<file path="src/rtl/cs_pkg.sv">
package cs_pkg;
  typedef enum logic [1:0] {
    MODE_PRO  = 2'd0,
    MODE_CON  = 2'd1,
    MODE_CD   = 2'd2,
    MODE_XPAR = 2'd3
  } cs_mode_e;

  localparam int unsigned CRC_W = 8;
  localparam int unsigned OVR_W = 5;
endpackage

</file>
<file path="src/rtl/cs_mode_dec.sv">
module cs_mode_dec
  import cs_pkg::*;
(
  input  logic       pro_ni,
  input  logic       xpar_i,
  input  logic [1:0] fc_i,
  output cs_mode_e   mode_o
);
  always_comb begin
    if (xpar_i)       mode_o = MODE_XPAR;
    else if (!pro_ni) mode_o = MODE_PRO;
    else if (&fc_i)   mode_o = MODE_CD;
    else              mode_o = MODE_CON;
  end
endmodule

</file>
<file path="src/rtl/cs_frame_ctr.sv">
module cs_frame_ctr
  import cs_pkg::*;
#(
  parameter int unsigned BLOCK_BITS = 192,
  parameter int unsigned IW         = 8
) (
  input  logic          clk_i,
  input  logic          rst_ni,
  input  logic          adv_i,
  output logic [IW-1:0] idx_o,
  output logic          first_o,
  output logic          crc_win_o
);
  logic [IW-1:0] idx_q;

  always_ff @(posedge clk_i or negedge rst_ni) begin
    if (!rst_ni)     idx_q <= '0;
    else if (adv_i)  idx_q <= (int'(idx_q) == BLOCK_BITS - 1) ? '0 : idx_q + 1'b1;
  end

  assign idx_o     = idx_q;
  assign first_o   = (idx_q == '0);
  assign crc_win_o = int'(idx_q) < BLOCK_BITS - CRC_W;

  AST_IDX_RANGE: assert property (@(posedge clk_i) disable iff (!rst_ni)
    int'(idx_q) < BLOCK_BITS);
  AST_IDX_WRAP: assert property (@(posedge clk_i) disable iff (!rst_ni)
    adv_i && int'(idx_q) == BLOCK_BITS - 1 |=> idx_q == '0);
  AST_IDX_HOLD: assert property (@(posedge clk_i) disable iff (!rst_ni)
    !adv_i |=> $stable(idx_q));
endmodule

</file>
<file path="src/rtl/cs_crc.sv">
module cs_crc
  import cs_pkg::*;
#(
  parameter logic [CRC_W-1:0] POLY = 8'h1D,
  parameter logic [CRC_W-1:0] INIT = 8'hFF
) (
  input  logic             clk_i,
  input  logic             rst_ni,
  input  logic             upd_i,
  input  logic             restart_i,
  input  logic             bit_i,
  output logic [CRC_W-1:0] crc_o
);
  logic [CRC_W-1:0] crc_q, seed, nxt;
  logic             fb;

  always_comb begin
    seed = restart_i ? INIT : crc_q;
    fb   = seed[CRC_W-1] ^ bit_i;
    nxt  = {seed[CRC_W-2:0], 1'b0} ^ (fb ? POLY : '0);
  end

  always_ff @(posedge clk_i or negedge rst_ni) begin
    if (!rst_ni)     crc_q <= INIT;
    else if (upd_i)  crc_q <= nxt;
  end

  assign crc_o = crc_q;

  AST_CRC_HOLD: assert property (@(posedge clk_i) disable iff (!rst_ni)
    !upd_i |=> $stable(crc_q));
endmodule

</file>
<file path="src/rtl/cs_bit_sel.sv">
module cs_bit_sel
  import cs_pkg::*;
#(
  parameter int unsigned BLOCK_BITS = 192,
  parameter int unsigned IW         = 8
) (
  input  cs_mode_e         mode_i,
  input  logic [IW-1:0]    idx_i,
  input  logic             ser_i,
  input  logic [OVR_W-1:0] ovr_ni,
  input  logic [1:0]       emph_i,
  input  logic [1:0]       fc_i,
  input  logic [CRC_W-1:0] crc_i,
  output logic             bit_o
);
  localparam int unsigned CRC_BASE = BLOCK_BITS - CRC_W;

  int unsigned pos;
  logic [2:0]  emph_f;   // {bit4, bit3, bit2}
  logic [1:0]  fc_f;
  logic [2:0]  crc_off;
  logic        src;

  always_comb begin
    pos = int'(idx_i);
    unique case (emph_i)
      2'b00:   emph_f = 3'b000;
      2'b01:   emph_f = 3'b001;
      2'b10:   emph_f = 3'b011;
      default: emph_f = 3'b111;
    endcase
    fc_f    = (&fc_i) ? 2'b00 : fc_i;
    crc_off = 3'(pos - CRC_BASE);
    src     = (mode_i == MODE_CD) ? 1'b0 : ser_i;
    bit_o   = src;
    unique case (mode_i)
      MODE_XPAR: bit_o = ser_i;
      MODE_PRO: begin
        if (pos >= CRC_BASE) bit_o = crc_i[3'd7 - crc_off];
        else begin
          case (pos)
            0:       bit_o = 1'b1;
            1:       bit_o = ~ovr_ni[0];
            2:       bit_o = emph_f[0];
            3:       bit_o = emph_f[1];
            4:       bit_o = emph_f[2];
            6:       bit_o = ~ovr_ni[1];
            7:       bit_o = ~ovr_ni[2];
            9:       bit_o = ~ovr_ni[3];
            default: bit_o = src;
          endcase
        end
      end
      default: begin
        case (pos)
          0:       bit_o = 1'b0;
          2:       bit_o = ~ovr_ni[0];
          3:       bit_o = ~ovr_ni[1];
          8:       bit_o = ~ovr_ni[2];
          9:       bit_o = ~ovr_ni[3];
          15:      bit_o = ~ovr_ni[4];
          24:      bit_o = fc_f[0];
          25:      bit_o = fc_f[1];
          default: bit_o = src;
        endcase
      end
    endcase
  end
endmodule

</file>
<file path="src/rtl/cs_word_gen.sv">
module cs_word_gen
  import cs_pkg::*;
#(
  parameter int unsigned      BLOCK_BITS = 192,  // multiple of 8, at least 32
  parameter logic [CRC_W-1:0] CRC_POLY   = 8'h1D,
  parameter logic [CRC_W-1:0] CRC_INIT   = 8'hFF
) (
  input  logic             clk_i,
  input  logic             rst_ni,
  input  logic             frame_stb_i,
  input  logic             cs_ser_i,
  input  logic             pro_ni,
  input  logic             xpar_i,
  input  logic [OVR_W-1:0] ovr_ni,
  input  logic [1:0]       emph_i,
  input  logic [1:0]       fc_i,
  output logic             cs_bit_o,
  output logic             blk_first_o,
  output logic             cd_mode_o
);
  localparam int unsigned IW = $clog2(BLOCK_BITS);

  cs_mode_e         mode;
  logic [IW-1:0]    idx;
  logic             first, crc_win, nxt_bit;
  logic [CRC_W-1:0] crc;
  logic             bit_q, first_q;

  cs_mode_dec u_mode (
    .pro_ni (pro_ni),
    .xpar_i (xpar_i),
    .fc_i   (fc_i),
    .mode_o (mode)
  );

  cs_frame_ctr #(.BLOCK_BITS(BLOCK_BITS), .IW(IW)) u_ctr (
    .clk_i     (clk_i),
    .rst_ni    (rst_ni),
    .adv_i     (frame_stb_i),
    .idx_o     (idx),
    .first_o   (first),
    .crc_win_o (crc_win)
  );

  cs_bit_sel #(.BLOCK_BITS(BLOCK_BITS), .IW(IW)) u_sel (
    .mode_i (mode),
    .idx_i  (idx),
    .ser_i  (cs_ser_i),
    .ovr_ni (ovr_ni),
    .emph_i (emph_i),
    .fc_i   (fc_i),
    .crc_i  (crc),
    .bit_o  (nxt_bit)
  );

  cs_crc #(.POLY(CRC_POLY), .INIT(CRC_INIT)) u_crc (
    .clk_i     (clk_i),
    .rst_ni    (rst_ni),
    .upd_i     (frame_stb_i && crc_win),
    .restart_i (first),
    .bit_i     (nxt_bit),
    .crc_o     (crc)
  );

  always_ff @(posedge clk_i or negedge rst_ni) begin
    if (!rst_ni) begin
      bit_q   <= 1'b0;
      first_q <= 1'b0;
    end else if (frame_stb_i) begin
      bit_q   <= nxt_bit;
      first_q <= first;
    end
  end

  assign cs_bit_o    = bit_q;
  assign blk_first_o = first_q;
  assign cd_mode_o   = (mode == MODE_CD);

  AST_OUT_HOLD: assert property (@(posedge clk_i) disable iff (!rst_ni)
    !frame_stb_i |=> $stable(cs_bit_o) && $stable(blk_first_o));
  AST_XPAR_PASS: assert property (@(posedge clk_i) disable iff (!rst_ni)
    frame_stb_i && xpar_i |=> cs_bit_o == $past(cs_ser_i));
  AST_PRO_BIT0: assert property (@(posedge clk_i) disable iff (!rst_ni)
    frame_stb_i && first && !xpar_i && !pro_ni |=> cs_bit_o && blk_first_o);
  AST_CON_BIT0: assert property (@(posedge clk_i) disable iff (!rst_ni)
    frame_stb_i && first && !xpar_i && pro_ni |=> !cs_bit_o && blk_first_o);
  AST_CD_FLAG: assert property (@(posedge clk_i) disable iff (!rst_ni)
    cd_mode_o |-> pro_ni && !xpar_i && (&fc_i));
endmodule

</file>
<file path="config.mk">
export PLATFORM = sky130hd
export DESIGN_NAME = cs_word_gen
export DESIGN_NICKNAME = d
export VERILOG_FILES = /design/src/rtl/cs_pkg.sv /design/src/rtl/cs_mode_dec.sv /design/src/rtl/cs_frame_ctr.sv /design/src/rtl/cs_crc.sv /design/src/rtl/cs_bit_sel.sv /design/src/rtl/cs_word_gen.sv
export SDC_FILE = /design/constraint.sdc
export NUM_CORES = 1
export LEC_CHECK = 0
export ABC_AREA = 1
export BUFFER_PORTS_ARGS = -buffer_cell sky130_fd_sc_hd__buf_4
export CORE_ASPECT_RATIO = 2
export CORE_MARGIN = 5
export CORE_UTILIZATION = 45
export CTS_BUF_LIST = sky130_fd_sc_hd__clkbuf_16
export DETAILED_ROUTE_END_ITERATION = 16
export GPL_TIMING_DRIVEN = 0
export PLACE_DENSITY = 0.66
export SYNTH_ARGS = -nofsm -noshare
export SYNTH_HDL_FRONTEND = slang
export SYNTH_HIERARCHICAL = 1
export SYNTH_SLANG_ARGS = --single-unit
</file>
<file path="constraint.sdc">
create_clock -name clk_i -period 1.9 [get_ports clk_i]
set_input_delay 0.38 -clock clk_i [delete_from_list [all_inputs] [get_ports clk_i]]
set_output_delay 0.38 -clock clk_i [all_outputs]
set_load 0.02 [all_outputs]
</file>
* Yosys cells after proc, flatten, opt, wreduce, memory -nomap -nowiden *
Cells that the tools add are included.
Widths: inputs -> output; s select.

operators by class
  add/subtract/negate cells = 3
  $lt $le $gt $ge = 3
  equal/unequal tests = 16
  mux-type cells = 15
  bitwise gates (word level) = 7
  reduce and logical (&&, ||, !) cells = 5

operator list
  cell                 number
  $eq 8x3->1 const B   3
  $eq 8x4->1 const B   3
  $eq 8x2->1 const B   2
  $eq 8x5->1 const B   2
  $mux 8               2
  $pmux 1 s8           2
  $pmux 3 s3           1
  $add 8x1->8 const B  1
  $eq 8x1->1 const B   1
  $eq 8x8->1 const B   1
  $ge 8x8->1 const B   1
  $logic_not 8->1      1
  $lt 8x8->1 const B   1
  $mux 2               4
  $xor 8x8->8          1
  $eq 2x2->1 const B   3
  $mux 5               1
  $not 1->1            5
  $logic_not 2->1      2
  $lt 3x4->1 const B   1
  $bmux 1 s3           1
  $mux 1               3
  $sub 3x1->3 const B  1
  $sub 3x3->3 const A  1
  5 further kinds      5

word-level totals
  register bits = 18
  bits of input ports = 15
  output and inout port bits = 3
  logic and storage cells = 53

* Longest topological paths before layout *
Gate-level depths: netlist of the first run.

  word-level depth = 12
  mapped depth = 17
  gate-level depth less buffers = 16

* By module *
Netlist of the first run, hierarchy kept.

modules (own cells, without submodules)
  module        instances  cells an instance  area an instance (um2)  sequential area each (um2)
  cs_bit_sel    1          117                561.8                   0.0
  cs_frame_ctr  1          63                 476.7                   200.2
  cs_crc        1          51                 427.9                   210.2
  cs_word_gen   1          13                 91.3                    50.0
  cs_mode_dec   1          6                  23.8                    0.0

* Least setup slack after synthesis of the first run *
OpenSTA, ideal clock, no wires.

  path kind = register to register
  from = register u_ctr.idx_q[7], in the netlist u_ctr/idx_o[7]
  to = register u_crc.crc_q[2], in the netlist u_crc/crc_o[2]
  data arrival time = 1.760 ns
  data required time = 1.824 ns
  setup slack = 0.064 ns
  stages on the path, launching flop included = 18
  path through = dfrtp_1 -> nor2_2 -> nand2_2 -> inv_4 -> buf_12 -> nand3b_2 -> nand2_1 -> inv_1 -> nand2_1 -> nor2_1 -> nand3_1 -> nand2_1 -> a21oi_2 -> inv_1 -> o21ai_2 -> nand3_1 -> nand3_1 -> nand2_1

between the ends
  word-level cells in the longest chain between the ends = 7
  elaborated cells on any way between the ends = 23

RTL lines
  item                                      RTL line                            source
  from (decl)                               cs_frame_ctr.sv:14                  logic [IW-1:0] idx_q;
  from (signal assigned)                    cs_frame_ctr.sv:18                  else if (adv_i) idx_q <= (int'(idx_q) == BLOCK_BITS - 1) ? '0 : idx_q + 1'b1;
  $eq 8x4->1, or another cell as far along  cs_bit_sel.sv:41, cs_bit_sel.sv:55
  $pmux 1 s8                                cs_bit_sel.sv:41                    case (pos)
  $mux 1                                    cs_bit_sel.sv:39                    if (pos >= CRC_BASE) bit_o = crc_i[3'd7 - crc_off];
  $pmux 1 s2 (*)                            cs_bit_sel.sv:36                    unique case (mode_i)
  named net nxt_bit                         cs_word_gen.sv:25                   logic first, crc_win, nxt_bit;
  $xor 1x1->1 (*)                           cs_crc.sv:19                        fb = seed[CRC_W-1] ^ bit_i;
  $mux 5 (*)                                cs_crc.sv:20                        nxt = {seed[CRC_W-2:0], 1'b0} ^ (fb ? POLY : '0);
  $xor 8x8->8 (*)                           cs_crc.sv:20
  to (signal assigned)                      cs_crc.sv:25                        else if (upd_i) crc_q <= nxt;
  to (decl)                                 cs_crc.sv:14                        logic [CRC_W-1:0] crc_q, seed, nxt;

Mark *: on every way through the listed nets, which the timed path passes. The rest lies on a longest branch.
A chain may end at the register's enable or synchronous reset.

* Worst setup path in the final report of the first run *
  from = register u_ctr.idx_q[0], in the netlist u_ctr/idx_o[0]
  to = register u_crc.crc_q[3], in the netlist u_crc/crc_o[3]

between the ends
  word-level cells in the longest chain between the ends = 9
  elaborated cells on any way between the ends = 27

RTL lines
  item                          RTL line           source
  $sub 3x1->3                   cs_bit_sel.sv:33   crc_off = 3'(pos - CRC_BASE);
  $sub 3x3->3                   cs_bit_sel.sv:39
  $bmux 1 s3                    cs_bit_sel.sv:39
  $mux 1 (not written as such)  cs_bit_sel.sv:39
  $mux 1                        cs_bit_sel.sv:39
  $pmux 1 s2 (*)                cs_bit_sel.sv:36
  named net nxt_bit             cs_word_gen.sv:25
  $xor 1x1->1 (*)               cs_crc.sv:19
  $mux 5 (*)                    cs_crc.sv:20
  $xor 8x8->8 (*)               cs_crc.sv:20

Mark *: on every way through the listed nets, which the timed path passes. The rest lies on a longest branch. The select of a mux whose other input is x is not followed.

==> results of run 1 <==
final cells by class:
type / count / area share
timing repair buffer: 34 / 0.1312
buffer: 3 / 0.01775
clock buffer: 3 / 0.03436
inverter: 40 / 0.07331
sequential: 18 / 0.2148
clock inverter: 1 / 0.001718
tap: 48 / 0.02749
multi-input combinational: 189 / 0.4994
worst min path at each step:
stage	from	end	slack, ps	cells after the start
after CTS	frame_stb_i	u_ctr/idx_o[0]$_DFFE_PN0P_	420	2
final	frame_stb_i	u_ctr/idx_o[0]$_DFFE_PN0P_	420	2
after detailed placement	rst_ni	u_ctr/idx_o[5]$_DFFE_PN0P_	260	1
after floorplan	rst_ni	blk_first_o$_DFFE_PN0P_	80	0
after global routing	frame_stb_i	u_ctr/idx_o[0]$_DFFE_PN0P_	440	2
after global placement	rst_ni	u_ctr/idx_o[5]$_DFFE_PN0P_	260	1
where the power goes:
group / switching, mW / internal, mW
sequential: 0.203 / 0.622
clock: 0.138 / 0.280
combinational: 0.820 / 0.567
total: 1.16 / 1.47
timing repair:
| action | 4_1_cts | 5_1_grt |
|---|---|---|
| setup endpoints to repair | 4 | 5 |
| cloned | 1 | 0 |
| pin swaps | 7 | 18 |
| buffers inserted | 13 | 2 |
| endpoints found under the hold margin | 10 | 0 |
| hold buffers | 1 | 0 |
| resized for setup | 26 | 31 |
cell families after synthesis:
kind of cell,Yosys count
XOR/XNOR,1
flip-flops,18
AND/OR/NAND/NOR,155
adder cells (fa/ha/maj),5
buffers and inverters,43
AO/OA/AOI/OAI,28
Yosys cell counts:
cell type and instances:
a21oi_1 6, a21oi_2 1, a22oi_1 2, a31oi_1 1
buf_12 1, buf_4 1, buf_6 1, dfrtp_1 10
dfstp_2 8, ha_1 5, inv_1 35, inv_2 4
inv_4 1, nand2_1 69, nand2_2 7, nand3_1 20
nand3_2 3, nand3b_1 2, nand3b_2 1, nand4_1 1
nor2_1 44, nor2_2 2, nor2_4 3, nor3_1 2
o21ai_0 10, o21ai_1 2, o21ai_2 3, o22ai_1 3
or2_2 1, xor2_1 1
layer usage:
layer | routed length (um) | global-route usage | up-vias
met2 | 2280 | 0.3351 | 32
met1 | 1463 | 0.1522 | 766
met4 | 160 | 0.1072 | 0
met3 | 109 | 0.01749 | 14
li1 | - | - | 865
met5 | 0 | 0 | -
stage by stage:
stage	area, sq um	total power [mW]	hold WS [ps]	setup slack [ps]
floorplan	1582	1.511	84.41	64.02
global placement	1769	1.744	262.8	-272.0
detailed placement	1769	1.767	262.2	-311.9
CTS	2057	2.479	420.4	-52.06
global route	2185	2.827	441.9	-192.3
finish	2185	2.630	416.3	-58.15
worst reg2reg max path: stages (launching register included):
cell and delay [ps]:
dfrtp_2 480, inv_4 100, nand2_2 130, nor2_4 150, nand3b_2 80, nand2_1 60, inv_1 30, nand2_1 70
nor2_2 50, nand3_2 70, nand2_2 70, a21oi_4 180, inv_2 80, o21ai_4 90, nand3_1 100, nand3_1 80
nand2_1 70
sequential cells by signal (all words and copies together) (netlist names):
register and cells:
u_crc/crc_o 8, cs_bit_o 1, u_ctr/idx_o 8, blk_first_o 1
==> reports/metrics.csv, run 1 <==
stage;metric;value;unit
outcome;outcome;finished with violations;
outcome;violations;negative setup slack;
finish;multiInputGateArea;1091;sq um
placed_design;io_buffers;17;
timing;worst_slack;-58.15;ps
cts;clock_sinks;18;
cts;cts_buffers;3;
cts;clk_latency;250;ps
setup_path;crit_end;u_crc/crc_o[3]$_DFFE_PN1P_;
timing;fin_crit;1958;ps
timing;slew_viol_final;0;
yosys;yosys.area_share.simple;0.4383;
finish;drive_above_1_share;0.3819;
finish;fin_cells;336;
power_and_ir_drop;ir_worst_vdd;0.8843;mV
global_route;grt.total_usage;0.1704;
die;rows;30;
yosys;yosysWarnings;6;
setup_path;reg2reg_slack;-60;ps
finish;area_growth;38.13;%
setup_path;cp_cell_sequence;inv_4 -> nand2_2 -> nor2_4 -> nand3b_2 -> nand2_1 -> inv_1 -> nand2_1 -> nor2_2 -> nand3_2 -> nand2_2 -> a21oi_4 -> inv_2 -> o21ai_4 -> nand3_1 -> nand3_1 -> nand2_1;
yosys;synth_top_family_by_area;simple AND/OR/NAND/NOR gates;
yosys;synth.area.top_cells;nand2_1, dfrtp_1, dfstp_2;
die;die_area;4872;sq um
setup_path;arrival;2130;ps
finish;final_cell_mix;nand2_1, nor2_1, inv_1, buf_4, nand3_1;
yosys;synth-compound-area-share;0.1044;
die;ios;18;
setup_path;crit_fanout;6;
yosys;muxShareOfSynthArea;0;
yosys;synth_seq_cells;18;
detailed_routing;drtAntennaViolNets;0;
setup_path;crit_family;simple AND/OR/NAND/NOR gates;
yosys;synthAdderAreaFrac;0.03956;
setup_path;r2r_start;u_ctr/idx_o[0]$_DFFE_PN0P_;
timing;setup_viol;3;
setup_path;slowest_stage;dfrtp_2;
power_and_ir_drop;p_leak;1.121;nW
cts;htree_levels;1;
setup_path;cp-start-kind;flip-flop;
cts;clkTransAtPathRegs;50;ps
placed_design;finalWeightedCongestion;0.8149;
detailed_routing;routed_via_density;4.991;
yosys;synth_cells;250;
power_and_ir_drop;p_per_area;1204;nW/um^2
finish;diodes;0;
die;dieWidth;51.92;um
detailed_routing;dr.pass1.iters;4;
timing;max_slew.worst_pin.slew;243.6;ps
yosys;synth.yosys.seq_area_share;0.2911;
global_route;grt_pass1_wl;6403;um
yosys;synthesis.nets;270;
setup_path;max_stage_delay;480;ps
flow_run;maxCapViolCount;0;
timing;grt_setup_unrepaired;true;
setup_path;path_buf_inv;3;
cts;cts_max_path_buffers;2;
finish;post-route-util;0.6396;
detailed_routing;vias;1677;
finish;n_fill_cell;327;
setup_path;crit_start;u_ctr/idx_o[0]$_DFFE_PN0P_;
yosys;avgSynthCellArea;6.326;sq um
timing;final.period_utilization;1.031;
yosys;yosysUniqueCellTypes;30;
timing;hold_violations;0;
setup_path;regToRegEndpoint;u_crc/crc_o[3]$_DFFE_PN1P_;
global_route;overflow;0;
detailed_routing;routed_wl;4013;um
yosys;syn_area;1582;sq um
finish;nets;309;
setup_path;cp.depth;16;
global_route;grt_pass1_vias;1638;
timing;relSlewSlack;0.8376;
setup_path;crit_path_end_kind;flip-flop;
setup_path;reg2regPathDepth;16;
detailed_routing;drt_iter0_markers;35;
timing;clock_skew;0.8992;ps
yosys;synth-xor-area-share;0.005538;
detailed_routing;drcViolationCount;0;
die;core_region_area;3416;sq um
detailed_routing;wire_per_inst;11.94;um
die;die_y;93.84;um
yosys;synth_top_area_share;0.1638;
yosys;yosysTopAreaCell;nand2_1;
timing;fmax;510.7;MHz
global_route;antenna_found_initial;0;
timing;fin_setup_tns;-134.1;ps
finish;final_common_cell;nand2_1;
setup_path;critical_path_class;reg -> reg;
global_route;grt_max_degree;19;
setup_path;worstPathRequired;2080;ps
worst_hold_path;hold_path.class;in -> reg;
cts;cts_tree;yes;
placed_design;dp_hpwl;2917;um
cts;cts_root_buf;clkbuf_16;
placed_design;dp_cells;315;
setup_path;crit_top_cell;nand2_1;
finish;seqCellArea;469.2;sq um
die;initial_utilization;0.4630;
Power figures use the tool's default switching activity.
==> run 2, diff against run 1 <==
--- a/config.mk
+++ b/config.mk
@@ -10,10 +10,10 @@
 export CORE_ASPECT_RATIO = 2
 export CORE_MARGIN = 5
 export CORE_UTILIZATION = 45
-export CTS_BUF_LIST = sky130_fd_sc_hd__clkbuf_16
+export CTS_BUF_LIST = sky130_fd_sc_hd__clkbuf_2
 export DETAILED_ROUTE_END_ITERATION = 16
 export GPL_TIMING_DRIVEN = 0
-export PLACE_DENSITY = 0.66
+export PLACE_DENSITY_LB_ADDON = 0.05
 export SYNTH_ARGS = -nofsm -noshare
 export SYNTH_HDL_FRONTEND = slang
 export SYNTH_HIERARCHICAL = 1
==> reports/metrics.csv, run 2 (same netlist as run 1, synthesis figures left out) <==
stage;metric;value;unit;change
outcome;outcome;finished with violations;;unchanged
outcome;violations;negative setup slack;;unchanged
setup_path;cp-start-kind;flip-flop;;unchanged
placed_design;finalWeightedCongestion;0.8184;;was 0.8149
finish;area_growth;32.59;%;was 38.13%
timing;grt_setup_unrepaired;true;;unchanged
finish;diodes;0;;unchanged
setup_path;crit_path_end_kind;flip-flop;;unchanged
setup_path;cp_cell_sequence;nor2_4 -> nand2_2 -> clkinv_4 -> buf_12 -> nand2_2 -> nand2_1 -> nor2_1 -> nand4_1 -> nand2_1 -> nor2_2 -> a21oi_4 -> inv_2 -> o21ai_4 -> nand3_1 -> nand3_1 -> nand2_1;;was inv_4 -> nand2_2 -> nor2_4 -> nand3b_2 -> nand2_1 -> inv_1 -> nand2_1 -> nor2_2 -> nand3_2 -> nand2_2 -> a21oi_4 -> inv_2 -> o21ai_4 -> nand3_1 -> nand3_1 -> nand2_1
global_route;grt_max_degree;19;;unchanged
power_and_ir_drop;swShare;0.4703;;was 0.4415
finish;multiInputGateArea;1059;sq um;was 1091 sq um
cts;htree_levels;1;;unchanged
finish;final_cell_mix;nand2_1, nor2_1, buf_4;;was nand2_1, nor2_1, inv_1, buf_4, nand3_1
die;ios;18;;unchanged
timing;fmax;515.9;MHz;was 510.7 MHz
timing;fin_crit;1938;ps;was 1958 ps
die;die_area;4872;sq um;unchanged
cts;clock_sinks;18;;unchanged
die;initial_utilization;0.4630;;unchanged
global_route;antenna_found_initial;0;;unchanged
timing;clock_skew;1.115;ps;was 0.8992 ps
cts;cts_buffers;3;;unchanged
detailed_routing;vias;1663;;was 1677
finish;drive_above_1_share;0.3793;;was 0.3819
die;rows;30;;unchanged
global_route;grt_pass1_wl;6720;um;was 6403 um
global_route;grt_pass1_vias;1648;;was 1638
power_and_ir_drop;p_clk_frac;0.069;;was 0.159
die;dieWidth;51.92;um;unchanged
cts;cts_tree;yes;;unchanged
timing;setup_viol;2;;was 3
cts;cts_root_buf;clkbuf_2;;was clkbuf_16
detailed_routing;drtAntennaViolNets;0;;unchanged
placed_design;io_buffers;17;;unchanged
setup_path;worstPathRequired;2150;ps;was 2080 ps
setup_path;max_stage_delay;420;ps;was 480 ps
timing;max_slew.worst_pin.slew;296.5;ps;was 243.6 ps
die;core_region_area;3416;sq um;unchanged
power_and_ir_drop;p_per_area;1095;nW/um^2;was 1204 nW/um^2
detailed_routing;wire_per_inst;11.29;um;was 11.94 um
finish;n_fill_cell;359;;was 327
setup_path;crit_top_cell;nand2_1;;unchanged
setup_path;critical_path_class;reg -> reg;;unchanged
global_route;grt.total_usage;0.1760;;was 0.1704
detailed_routing;routed_via_density;4.920;;was 4.991
setup_path;crit_fanout;7;;was 6
power_and_ir_drop;combinationalPowerShare;0.587;;was 0.527
power_and_ir_drop;p_switching;1.080;mW;was 1.161 mW
cts;cts_max_path_buffers;2;;unchanged
timing;relSlewSlack;0.8016;;was 0.8376
power_and_ir_drop;p_leak;1.097;nW;was 1.121 nW
placed_design;dp_slack;-312.3;ps;was -311.9 ps
timing;slew_viol_final;0;;unchanged
timing;fin_setup_tns;-43.66;ps;was -134.1 ps
setup_path;slowest_stage;dfrtp_2;;unchanged
detailed_routing;drcViolationCount;0;;unchanged
power_and_ir_drop;ir_worst_vdd;0.6953;mV;was 0.8843 mV
setup_path;arrival;2190;ps;was 2130 ps
power_and_ir_drop;pwr-share-seq;0.343;;was 0.314
finish;seqCellArea;469.2;sq um;unchanged
detailed_routing;drt_iter0_markers;52;;was 35
detailed_routing;dr.pass1.iters;4;;unchanged
finish;nets;311;;was 309
cts;clk_latency;290;ps;was 250 ps
global_route;overflow;0;;unchanged
timing;final.period_utilization;1.020;;was 1.031
die;die_y;93.84;um;unchanged
flow_run;maxCapViolCount;0;;unchanged
timing;worst_slack;-38.21;ps;was -58.15 ps
worst_hold_path;hold_path.class;in -> reg;;unchanged
placed_design;dp_hpwl;2974;um;was 2917 um
finish;final_common_cell;nand2_1;;unchanged
finish;post-route-util;0.6139;;was 0.6396
cts;clkTransAtPathRegs;160;ps;was 50 ps
timing;hold_violations;0;;unchanged
detailed_routing;routed_wl;3815;um;was 4013 um
power_and_ir_drop;internal-power;1.216;mW;was 1.469 mW
timing;hold_ws;355.9;ps;was 416.3 ps
## run 2: cell count changes in the layout (fill, tap and decap cells not counted), sizes merged
| cell | before | now |
|---|---|---|
| buf | 35 | 38 |
| bufbuf | 1 | 0 |
| clkinv | 1 | 2 |
| inv | 40 | 39 |
## run 2: final timing paths
check | start | to | slack, ps | cells past startpoint
min | frame_stb_i | u_ctr/idx_o[0]$_DFFE_PN0P_ | 360 | 2
max reg2reg | u_ctr/idx_o[7]$_DFFE_PN0P_ | u_crc/crc_o[3]$_DFFE_PN1P_ | -40 | 16
min in group asynchronous | rst_ni | u_ctr/idx_o[5]$_DFFE_PN0P_ | 460 | 2
max in group asynchronous | rst_ni | u_crc/crc_o[3]$_DFFE_PN1P_ | 1190 | 2
max | u_ctr/idx_o[7]$_DFFE_PN0P_ | u_crc/crc_o[3]$_DFFE_PN1P_ | -40 | 16
min reg2reg | u_crc/crc_o[4]$_DFFE_PN1P_ | u_crc/crc_o[4]$_DFFE_PN1P_ | 490 | 2
## run 2: worst max-delay path: cells and delay by family, from the launching register on
family	cells	cell delay [ps]
flops	1	420
simple gates	11	860
buf+inv	3	330
compound gates	2	260
## run 2: layout make-up
type                            count  share of cell area
Timing Repair Buffer               36              0.1414
Multi-Input combinational cell    189              0.5048
Clock buffer                        3            0.007160
Tap cell                           48             0.02864
Clock inverter                      1            0.001790
Sequential cell                    18              0.2237
Buffer                              3             0.01850
Inverter                           40             0.07399
## run 2: routing by layer
metal  part of all wire  global-route usage
met5                  0                   0
met4              0.038             0.08753
met3              0.029             0.01113
met2               0.57              0.3393
met1               0.36              0.1784
## run 2: what timing repair did
| item | 4_1_cts | 5_1_grt |
|---|---|---|
| hold buffers | 1 | 0 |
| resized for setup | 25 | 23 |
| setup endpoints to repair | 5 | 5 |
| buffers inserted | 14 | 3 |
| pin swaps | 5 | 15 |
| endpoints found under the hold margin | 10 | 0 |
| cloned | 1 | 0 |
## run 2: power by group through the flow
stage          registers (mW)  logic [mW]  clock network, mW
4_1_cts                 0.788        1.25              0.165
2_1_floorplan           0.787       0.724                  0
3_3_place_gp            0.862       0.900                  0
3_5_place_dp            0.857       0.911                  0
6_report                0.788        1.35              0.160
5_1_grt                 0.818        1.51              0.190
## run 2: stage by stage
stage	power [mW]	cells	instance area, sq um
6_report	2.297	338	2097
5_1_grt	2.521	338	2097
4_1_cts	2.206	335	2004
3_5_place_dp	1.768	315	1769
3_3_place_gp	1.762	315	1769
2_1_floorplan	1.511	250	1582
==> run 3, diff against run 2 <==
==> constraint.sdc (replaced) <==
create_clock -name clk_i -period 1.9 [get_ports clk_i]
set_input_delay 0.57 -clock clk_i [delete_from_list [all_inputs] [get_ports clk_i]]
set_output_delay 0.57 -clock clk_i [all_outputs]
set_load 0.02 [all_outputs]
==> reports/metrics.csv, run 3 (same netlist as run 1, synthesis figures left out) <==
stage;metric;value;unit;change
power_and_ir_drop;ir_worst_vdd;0.6188;mV;was 0.6953 mV
power_and_ir_drop;p_clk_frac;0.075;;was 0.069
finish;design_area;2058;sq um;was 2097 sq um
timing;setup_viol;3;;was 2
power_and_ir_drop;internal-power;1.194;mW;was 1.216 mW
timing;fin_crit;1931;ps;was 1938 ps
global_route;grt_pass1_vias;1604;;was 1648
finish;diodes;0;;unchanged
timing;slew_viol_final;0;;unchanged
power_and_ir_drop;p_switching;1.072;mW;was 1.080 mW
power_and_ir_drop;pwr-share-seq;0.357;;was 0.343
die;initial_utilization;0.4630;;unchanged
die;die_y;93.84;um;unchanged
global_route;grt_pass1_wl;6865;um;was 6720 um
outcome;outcome;finished with violations;;unchanged
global_route;overflow;0;;unchanged
flow_run;maxCapViolCount;0;;unchanged
timing;fin_setup_tns;-73.79;ps;was -43.66 ps
placed_design;dp_hpwl;2974;um;about the same
setup_path;crit_path_end_kind;flip-flop;;unchanged
detailed_routing;routed_via_density;4.922;;was 4.920
setup_path;arrival;2190;ps;about the same
timing;fmax;518.0;MHz;was 515.9 MHz
setup_path;critical_path_class;reg -> reg;;unchanged
cts;cts_tree;yes;;unchanged
die;rows;30;;unchanged
cts;htree_levels;1;;unchanged
die;dieWidth;51.92;um;unchanged
setup_path;reg2regPathDepth;14;;was 16
finish;nets;307;;was 311
timing;final.period_utilization;1.016;;was 1.020
detailed_routing;dr.pass1.iters;4;;unchanged
finish;final_cell_mix;nand2_1, nor2_1, inv_1;;was nand2_1, nor2_1, buf_4
cts;clkTransAtPathRegs;180;ps;was 160 ps
detailed_routing;routed_wl;3852;um;was 3815 um
cts;clk_latency;310;ps;was 290 ps
power_and_ir_drop;swShare;0.4731;;was 0.4703
timing;hold_violations;0;;unchanged
setup_path;r2r_start;u_ctr/idx_o[1]$_DFFE_PN0P_;;was u_ctr/idx_o[7]$_DFFE_PN0P_
timing;max_slew.worst_pin.slew;243.2;ps;was 296.5 ps
placed_design;io_buffers;17;;unchanged
detailed_routing;wire_per_inst;11.53;um;was 11.29 um
setup_path;reg2reg_slack;-30;ps;was -40 ps
global_route;grt_max_degree;19;;unchanged
setup_path;regToRegEndpoint;u_crc/crc_o[3]$_DFFE_PN1P_;;unchanged
die;core_region_area;3416;sq um;unchanged
power_and_ir_drop;combinationalPowerShare;0.568;;was 0.587
finish;multiInputGateArea;1046;sq um;was 1059 sq um
cts;cts_max_path_buffers;2;;unchanged
power_and_ir_drop;p_leak;1.059;nW;was 1.097 nW
cts;clock_sinks;18;;unchanged
timing;worst_slack;-30.53;ps;was -38.21 ps
finish;post-route-util;0.6026;;was 0.6139
setup_path;cp-start-kind;flip-flop;;unchanged
cts;cts_buffers;3;;unchanged
detailed_routing;drt_iter0_markers;21;;was 52
finish;drive_above_1_share;0.3601;;was 0.3793
setup_path;crit_start;u_ctr/idx_o[1]$_DFFE_PN0P_;;was u_ctr/idx_o[7]$_DFFE_PN0P_
die;die_area;4872;sq um;unchanged
outcome;violations;negative setup slack;;unchanged
worst_hold_path;hold_path.class;in -> async;;was in -> reg
placed_design;place_area;1782;sq um;was 1769 sq um
detailed_routing;vias;1644;;was 1663
cts;cts_root_buf;clkbuf_2;;unchanged
detailed_routing;drtAntennaViolNets;0;;unchanged
power_and_ir_drop;p_per_area;1101;nW/um^2;was 1095 nW/um^2
timing;grt_setup_unrepaired;true;;unchanged
timing;clock_skew;14.15;ps;was 1.115 ps
setup_path;worstPathRequired;2160;ps;was 2150 ps
setup_path;crit_fanout;7;;unchanged
placed_design;finalWeightedCongestion;0.8417;;was 0.8184
finish;area_growth;30.14;%;was 32.59%
global_route;antenna_found_initial;0;;unchanged
global_route;grt.total_usage;0.1827;;was 0.1760
detailed_routing;drcViolationCount;0;;unchanged
finish;n_fill_cell;342;;was 359
finish;seqCellArea;469.2;sq um;unchanged
die;ios;18;;unchanged
timing;relSlewSlack;0.8366;;was 0.8016
finish;final_common_cell;nand2_1;;unchanged
placed_design;dp_slack;-411.4;ps;was -312.3 ps
setup_path;crit_end;u_crc/crc_o[3]$_DFFE_PN1P_;;unchanged
-- run 3: layout make-up --
type	instances	area share
multi-input cells	189	0.5082
flip-flops and latches	18	0.2280
repair buffers	32	0.1301
inverters	40	0.07660
well taps	48	0.02918
plain buffers	3	0.01885
clock buffers	3	0.007295
clock inverters	1	0.001824
-- run 3: critical path, stage by stage (launching register included) --
cell,delay [ps]
dfrtp_2,530
inv_2,120
nand2_2,110
nor2_4,120
nand2_2,70
o22ai_1,160
nor2_1,80
nand2_1,80
nor2_2,50
a21oi_4,170
inv_2,80
nand2_2,90
nand3_1,80
nand3_1,90
nand2_1,60
-- run 3: worst min-delay path by stage --
| stage | startpoint | slack (ps) | endpoint |
|---|---|---|---|
| after global routing | rst_ni | 60 | u_ctr/idx_o[5]$_DFFE_PN0P_ |
| after floorplan | rst_ni | 270 | blk_first_o$_DFFE_PN0P_ |
| after detailed placement | rst_ni | 450 | u_ctr/idx_o[5]$_DFFE_PN0P_ |
| after CTS | rst_ni | 90 | u_ctr/idx_o[5]$_DFFE_PN0P_ |
| after global placement | rst_ni | 450 | u_ctr/idx_o[5]$_DFFE_PN0P_ |
| final | rst_ni | 80 | u_ctr/idx_o[5]$_DFFE_PN0P_ |
-- run 3: per-stage QoR --
| step | power [mW] | cells | hold WS, ps |
|---|---|---|---|
| 2_1_floorplan | 1.513 | 250 | 274.4 |
| 3_3_place_gp | 1.759 | 315 | 453.0 |
| 3_5_place_dp | 1.772 | 315 | 453.3 |
| 4_1_cts | 2.187 | 332 | 94.53 |
| 5_1_grt | 2.489 | 334 | 62.65 |
| 6_report | 2.265 | 334 | 75.02 |
-- run 3: layer usage --
layer | vias to the layer above | routed length [um] | global-route usage | share of wire
met1 | 754 | 1401 | 0.1921 | 0.36
met2 | 25 | 2225 | 0.3351 | 0.58
li1 | 854 | - | - | -
met5 | - | 0 | 0 | 0
met3 | 11 | 93 | 0.01590 | 0.024
met4 | 0 | 131 | 0.1050 | 0.034
-- run 3: repair_timing --
item / in CTS / in global routing
pin swaps: 12 / 1
cloned: 1 / 0
resized for setup: 29 / 14
buffers inserted: 12 / 2
endpoints found under the setup margin: 4 / 5
hold buffers: 0 / 0
-- run 3: power by group through the flow --
stage               clock network (mW)  logic [mW]  registers [mW]
floorplan                            0       0.726           0.787
global placement                     0       0.903           0.857
detailed placement                   0       0.917           0.855
CTS                              0.169        1.22           0.800
global route                     0.190        1.46           0.841
finish                           0.169        1.29           0.809
